===== config.mk =====
export PLATFORM = sky130hd
export DESIGN_NAME = corr_lag_array
export DESIGN_NICKNAME = d
export VERILOG_FILES = /design/src/rtl/corr_pkg.sv /design/src/rtl/corr_rotator.sv /design/src/rtl/corr_delay_line.sv /design/src/rtl/corr_tally.sv /design/src/rtl/corr_lag_array.sv
export SDC_FILE = /design/constraint.sdc
export NUM_CORES = 1
export LEC_CHECK = 0
export ABC_AREA = 1
export BUFFER_PORTS_ARGS = -buffer_cell sky130_fd_sc_hd__buf_2
export CAP_MARGIN = 20
export CORE_ASPECT_RATIO = 1.5
export CORE_MARGIN = 3
export CORE_UTILIZATION = 40
export CTS_CLUSTER_SIZE = 12
export DETAILED_ROUTE_END_ITERATION = 6
export PLACE_DENSITY = 0.68
export SLEW_MARGIN = 25
export SYNTH_ARGS = -nofsm -noshare
export SYNTH_HDL_FRONTEND = slang
export SYNTH_SLANG_ARGS = --single-unit

===== constraint.sdc =====
create_clock -name clk -period 4.3 [get_ports clk]
set_input_delay 0.645 -clock clk [delete_from_list [all_inputs] [get_ports clk]]
set_output_delay 0.645 -clock clk [all_outputs]
set_load 0.01 [all_outputs]

===== src/rtl/corr_pkg.sv =====
package corr_pkg;

    // Ternary value with validity: val is -1, 0 or +1 as 2-bit signed
    typedef struct packed {
        logic              ok;
        logic signed [1:0] val;
    } tern_t;

    localparam logic [1:0] CODE_BAD = 2'b10;

    // Sample code: 10 invalid, 11 -1, 01 +1, 00 is 0 (3-level) or +1 (2-level)
    function automatic tern_t dec_sample(input logic [1:0] code, input logic three);
        tern_t t;
        case (code)
            2'b10:   begin t.ok = 1'b0; t.val = 2'sb00; end
            2'b11:   begin t.ok = 1'b1; t.val = 2'sb11; end
            2'b01:   begin t.ok = 1'b1; t.val = 2'sb01; end
            default: begin t.ok = 1'b1; t.val = three ? 2'sb00 : 2'sb01; end
        endcase
        return t;
    endfunction

    // Phase code: 10 invalid, 11 -1, 01 +1, 00 zero
    function automatic tern_t dec_phase(input logic [1:0] code);
        tern_t t;
        case (code)
            2'b10:   begin t.ok = 1'b0; t.val = 2'sb00; end
            2'b11:   begin t.ok = 1'b1; t.val = 2'sb11; end
            2'b01:   begin t.ok = 1'b1; t.val = 2'sb01; end
            default: begin t.ok = 1'b1; t.val = 2'sb00; end
        endcase
        return t;
    endfunction

    // Product of two ternary values; valid only if both are valid
    function automatic tern_t tern_mul(input tern_t a, input tern_t b);
        tern_t t;
        t.ok = a.ok & b.ok;
        if (a.val == 2'sb00 || b.val == 2'sb00) t.val = 2'sb00;
        else if (a.val == b.val)                t.val = 2'sb01;
        else                                    t.val = 2'sb11;
        return t;
    endfunction

endpackage


===== src/rtl/corr_rotator.sv =====
module corr_rotator
    import corr_pkg::*;
#(
    parameter int N_SRC = 4,
    parameter int SEL_W = $clog2(N_SRC)
) (
    input  logic [2*N_SRC-1:0] src_i,
    input  logic [SEL_W-1:0]   sel_i,
    input  logic               three_i,
    input  logic [1:0]         cos_i,
    input  logic [1:0]         sin_i,
    output tern_t              rot_re_o,
    output tern_t              rot_im_o
);

    logic [1:0] code_sel;
    tern_t      x_t, c_t, s_t;
    logic       all_ok;

    always_comb begin
        code_sel = src_i[2*sel_i +: 2];
        x_t      = dec_sample(code_sel, three_i);
        c_t      = dec_phase(cos_i);
        s_t      = dec_phase(sin_i);
        all_ok   = x_t.ok & c_t.ok & s_t.ok;
        rot_re_o = tern_mul(x_t, c_t);
        rot_im_o = tern_mul(x_t, s_t);
        rot_re_o.ok = all_ok;
        rot_im_o.ok = all_ok;
    end

endmodule


===== src/rtl/corr_delay_line.sv =====
module corr_delay_line
    import corr_pkg::*;
#(
    parameter int DEPTH = 17
) (
    input  logic                clk,
    input  logic                rst_n,
    input  logic                shift_en_i,
    input  tern_t               din_re_i,
    input  tern_t               din_im_i,
    output tern_t [DEPTH-1:0]   tap_re_o,
    output tern_t [DEPTH-1:0]   tap_im_o
);

    typedef struct packed {
        tern_t [DEPTH-1:0] re;
        tern_t [DEPTH-1:0] im;
    } line_t;

    line_t state_d, state_q;

    always_comb begin
        state_d = state_q;
        if (shift_en_i) begin
            state_d.re = {state_q.re[DEPTH-2:0], din_re_i};
            state_d.im = {state_q.im[DEPTH-2:0], din_im_i};
        end
    end

    always_ff @(posedge clk or negedge rst_n) begin
        if (!rst_n) state_q <= '0;
        else        state_q <= state_d;
    end

    assign tap_re_o = state_q.re;
    assign tap_im_o = state_q.im;

    p_hold_r9: assert property (@(posedge clk) disable iff (!rst_n)
        !shift_en_i |=> $stable(state_q));

    p_shift_r4: assert property (@(posedge clk) disable iff (!rst_n)
        shift_en_i |=> (state_q.re[1] == $past(state_q.re[0]) &&
                        state_q.im[1] == $past(state_q.im[0])));

endmodule


===== src/rtl/corr_tally.sv =====
module corr_tally
    import corr_pkg::*;
#(
    parameter int PRE_W = 2,
    parameter int CNT_W = 16
) (
    input  logic             clk,
    input  logic             rst_n,
    input  logic             en_i,
    input  logic             dump_i,
    input  tern_t            prod_i,
    output logic [CNT_W-1:0] rd_o
);

    localparam int TOT_W = PRE_W + CNT_W;

    typedef struct packed {
        logic [PRE_W-1:0] pre;
        logic [CNT_W-1:0] cnt;
        logic [CNT_W-1:0] rd;
    } tally_t;

    tally_t           state_d, state_q;
    logic [1:0]       inc;
    logic [PRE_W:0]   sum;
    logic [CNT_W-1:0] cnt_next;

    always_comb begin
        inc = 2'd0;
        if (en_i && prod_i.ok) begin
            case (prod_i.val)
                2'sb11:  inc = 2'd0;
                2'sb01:  inc = 2'd2;
                default: inc = 2'd1;
            endcase
        end
        sum      = {1'b0, state_q.pre} + (PRE_W+1)'(inc);
        cnt_next = state_q.cnt + CNT_W'(sum[PRE_W]);
        state_d  = state_q;
        if (dump_i) begin
            state_d.rd  = cnt_next;
            state_d.pre = '0;
            state_d.cnt = '0;
        end else begin
            state_d.pre = sum[PRE_W-1:0];
            state_d.cnt = cnt_next;
        end
    end

    always_ff @(posedge clk or negedge rst_n) begin
        if (!rst_n) state_q <= '0;
        else        state_q <= state_d;
    end

    assign rd_o = state_q.rd;

    logic [TOT_W-1:0] tot_q;
    assign tot_q = {state_q.cnt, state_q.pre};

    p_idle_hold_r9: assert property (@(posedge clk) disable iff (!rst_n)
        (!en_i && !dump_i) |=> $stable(tot_q));

    p_skip_invalid_r6: assert property (@(posedge clk) disable iff (!rst_n)
        (!prod_i.ok && !dump_i) |=> $stable(tot_q));

    p_step_bound_r7: assert property (@(posedge clk) disable iff (!rst_n)
        (en_i && !dump_i) |=> (TOT_W'(tot_q - $past(tot_q)) <= TOT_W'(2)));

    p_dump_clear_r8: assert property (@(posedge clk) disable iff (!rst_n)
        dump_i |=> (tot_q == '0));

    p_rd_hold_r8: assert property (@(posedge clk) disable iff (!rst_n)
        !dump_i |=> $stable(rd_o));

endmodule


===== src/rtl/corr_lag_array.sv =====
module corr_lag_array
    import corr_pkg::*;
#(
    parameter int LAGS  = 8,
    parameter int N_SRC = 4,
    parameter int PRE_W = 2,
    parameter int CNT_W = 16
) (
    input  logic                  clk,
    input  logic                  rst_n,
    input  logic                  three_level_i,
    input  logic                  oversample_i,
    input  logic [1:0]            vernier_i,
    input  logic [1:0]            src_sel_i,
    input  logic [2*N_SRC-1:0]    src_i,
    input  logic [1:0]            ref_i,
    input  logic [1:0]            cos_i,
    input  logic [1:0]            sin_i,
    input  logic                  shift_en_i,
    input  logic                  mult_en_i,
    input  logic                  dump_i,
    output logic [LAGS*CNT_W-1:0] rd_re_o,
    output logic [LAGS*CNT_W-1:0] rd_im_o
);

    localparam int DEPTH = 2 * LAGS + 1;
    localparam int IDX_W = $clog2(DEPTH);

    tern_t             rot_re, rot_im, ref_t;
    tern_t [DEPTH-1:0] tap_re, tap_im;
    logic [IDX_W-1:0]  base;

    corr_rotator #(.N_SRC(N_SRC), .SEL_W(2)) u_rot (
        .src_i    (src_i),
        .sel_i    (src_sel_i),
        .three_i  (three_level_i),
        .cos_i    (cos_i),
        .sin_i    (sin_i),
        .rot_re_o (rot_re),
        .rot_im_o (rot_im)
    );

    corr_delay_line #(.DEPTH(DEPTH)) u_line (
        .clk        (clk),
        .rst_n      (rst_n),
        .shift_en_i (shift_en_i),
        .din_re_i   (rot_re),
        .din_im_i   (rot_im),
        .tap_re_o   (tap_re),
        .tap_im_o   (tap_im)
    );

    always_comb begin
        ref_t = dec_sample(ref_i, three_level_i);
        case (vernier_i)
            2'b01:   base = IDX_W'(2);
            2'b11:   base = IDX_W'(0);
            default: base = IDX_W'(1);
        endcase
    end

    for (genvar k = 0; k < LAGS; k++) begin : g_lag
        logic [IDX_W-1:0] idx;
        tern_t            prod_re, prod_im;

        always_comb begin
            idx     = base + IDX_W'(k) * (oversample_i ? IDX_W'(2) : IDX_W'(1));
            prod_re = tern_mul(tap_re[idx], ref_t);
            prod_im = tern_mul(tap_im[idx], ref_t);
        end

        corr_tally #(.PRE_W(PRE_W), .CNT_W(CNT_W)) u_re (
            .clk    (clk),
            .rst_n  (rst_n),
            .en_i   (mult_en_i),
            .dump_i (dump_i),
            .prod_i (prod_re),
            .rd_o   (rd_re_o[k*CNT_W +: CNT_W])
        );

        corr_tally #(.PRE_W(PRE_W), .CNT_W(CNT_W)) u_im (
            .clk    (clk),
            .rst_n  (rst_n),
            .en_i   (mult_en_i),
            .dump_i (dump_i),
            .prod_i (prod_im),
            .rd_o   (rd_im_o[k*CNT_W +: CNT_W])
        );
    end

endmodule


==> flow_summary.toml <==
[global_route]
use_met3_pct = 3.95
use_met2_pct = 35.6
grtUsageTotal_pct = 20.2
grt_pass1_wl_mm = 133
met1_usage_pct = 23.6
antenna_found_initial = 2
grt_max_degree = 165
overflow = 0
grt_most_used_layer = "met2"
grt_pass1_vias = 24700

[detailed_routing]
routedWlPerCell_um = 16.6
drc = 0
dr.pass1.iters = 7
drt_iter0_drc = 1418
vias = 24700
ant_nets = 0
wl_mm = 84.4
via_per_inst = 4.85

[pwr]
internal_power_mw = 9.97
p_sw_mw = 3.59
p_leak_nw = 18.3
powerDensity_nw_per_um2 = 368
clockPowerShare_pct = 42.6
sw_frac_of_total_pct = 26.5
power.share.sequential_pct = 45.7
comb_power_share_pct = 11.7
total_power_mw = 13.6
ir_drop_uv = 316

[placement]
placed_cells = 4981
place_ws_ns = -0.519
hpwl_mm = 61.8
gp_congestion = 0.968
port_buffers = 280

[timing]
hold_slack_ns = 0.337
hold_viol = 0
skew_ns = 0.0229
fin_crit_ns = 4.05
fin_crit_sh_pct = 94.1
worstMarginPinSlew_ns = 1.02
fmax_ghz = 0.247
setup_viol = 0
setup_slack_ns = 0.252
relSlewSlack_pct = 31.9
maxSlewViolCount = 0

[clock_tree]
path_clk_slew_ns = 0.06
cts_root_buf = "clkbuf_16"
htree_levels = 3
cts_made_buffers = 68
cts_sinks = 629
tritoncts = "done"
clk_latency_ns = 0.63
cts_buffer_depth = 3

[yosys]
yosysUniqueCellTypes = 47
synth_edf_count = 0
synthCells = 3762
synthArstFlopShare_pct = 100
syn_area_um2 = 31800
ys_dominant_reg_cell = "dfrtp_1"
avgSynthCellArea_um2 = 8.44
synthesis.nets = 3856
yosysWarnings = 0
ys_ff_latch = 629
synth_seq_area_share_pct = 49.5

[worst_setup_path]
crit_buf_inv = 8
path_depth = 28
reg2reg_depth = 23
cp.arrival_ns = 4.59
cp-end-kind = "flip-flop"
slowest_delay_ns = 0.39
cp_slowest_cell = "fa_1"
crit_path_start_kind = "input port"
critPathMaxFanout = 10
cpLargestDelayFamily = "adder cells"
critical_path_class = "in -> reg"
cpMostUsedCell = "nand2_1"
cp.required_ns = 4.84

[finish]
drive_above_1_share_pct = 19.1
nFillCells = 7606
nNetsFinal = 4126
stdcell_count = 5091
final_common_cell = "nand2_1"
layout_common_cells = "nand2_1 (836), dfrtp_1 (629), nor2_1 (391), o21ai_0 (360), inv_1 (351)"
post-route-util_pct = 46.9
area_delta_synth_final_pct = 16.1

[run]
maxCapViolCount = 0

[floorplan]
die_h_um = 351
io_pins = 281
die_area_um2 = 82900
coreArea_um2 = 78700
die_w_um = 236
rows = 126
initial_utilization_pct = 40.4

[min_path]
min_path_type = "in -> reg"
hold_depth = 3

[status]
status = "finished clean"
==> path summary, 6_finish.rpt <==
| path | start | endpoint | slack, ns |
|---|---|---|---|
| max | vernier_i[1] | g_lag[6].u_im.rd_o[12] | 0.25 |
| min | cos_i[1] | u_line.tap_re_o[1] | 0.34 |
| max reg2reg | u_line.tap_re_o[5] | g_lag[6].u_im.rd_o[12] | 0.36 |
| min reg2reg | g_lag[7].u_re.rd_o[14] | g_lag[7].u_re.rd_o[14] | 0.47 |
| max in group asynchronous | rst_n | g_lag[4].u_re.state_q[29] | 2.45 |
| min in group asynchronous | rst_n | g_lag[0].u_im.state_q[30] | 0.52 |
==> tightest hold or removal path: stages <==
cell,delay [ns]
buf_2,0.09
xor2_1,0.06
o22ai_1,0.10
==> through the flow <==
| step | cell area (um2) | setup TNS, ns |
|---|---|---|
| 2_1_floorplan | 31800 | 0 |
| 3_3_place_gp | 34500 | -40.72 |
| 3_5_place_dp | 34500 | -47.78 |
| 4_1_cts | 36700 | 0 |
| 5_1_grt | 36900 | -0.00506 |
| 6_report | 36900 | 0 |
==> power groups by stage <==
stage	logic (mW)	clock network, mW	registers, mW
2_1_floorplan	0.832	0	6.25
3_3_place_gp	1.55	0	6.30
3_5_place_dp	1.56	0	6.30
4_1_cts	1.57	5.96	6.20
5_1_grt	1.76	6.17	6.21
6_report	1.58	5.79	6.20
==> cells by family after synthesis <==
family,Yosys count,share of synthesized area (%)
buffers and inverters,770,12.4
AOI/OAI and AO/OA,464,7.69
and+or+nand+nor,1616,21.3
adders and majority gates,69,3.10
xor gates and xnor gates,214,5.90
DFF,629,49.5
==> synth_stat cells (40+ instances only) <==
| cell | number | share of area (%) |
|---|---|---|
| xnor2_1 | 73 | 2.0 |
| xor2_1 | 141 | 3.9 |
| dfrtp_1 | 629 | 50 |
| a21oi_1 | 44 | 0.69 |
| nand3_1 | 220 | 3.5 |
| o21ai_0 | 366 | 5.8 |
| nand4_1 | 40 | 0.79 |
| inv_1 | 357 | 4.2 |
| nor2_1 | 403 | 4.8 |
| buf_4 | 259 | 6.1 |
| nand2_1 | 836 | 9.9 |
| clkbuf_1 | 105 | 1.2 |
| nor3_1 | 45 | 0.71 |
| ha_1 | 53 | 2.1 |
==> metal layers <==
layer	part of all wire, %	wire length (um)
met3	4.9	4170
met5	0	0
met1	40	33800
met4	4.9	4130
met2	50	42300
==> state kept, by name, summed over array words and instances (netlist names) <==
signal and cells:
g_lag.u_im.rd_o 128, g_lag.u_im.state_q 144, g_lag.u_re.rd_o 128, g_lag.u_re.state_q 144, u_line.tap_im_o 34, u_line.tap_re_o 51
==> cell type report <==
class / instances / area, um2 / share of cell area [%]
multi-input combinational: 2364 / 12200 / 33.2
clock inverter: 21 / 317 / 0.858
inverter: 366 / 1400 / 3.79
tap: 1024 / 1280 / 3.47
timing repair buffer: 603 / 4080 / 11.0
clock buffer: 83 / 1840 / 4.99
antenna: 1 / 2.50 / 0.00678
sequential: 629 / 15700 / 42.7
==> timing repair <==
action	CTS	global route
endpoints found under the setup margin	0	78
gates resized for setup	0	46
hold buffers	1	0
hold endpoints to repair	33	0
buffers inserted	0	3
Note: power is estimated with default switching activity, not from simulation.
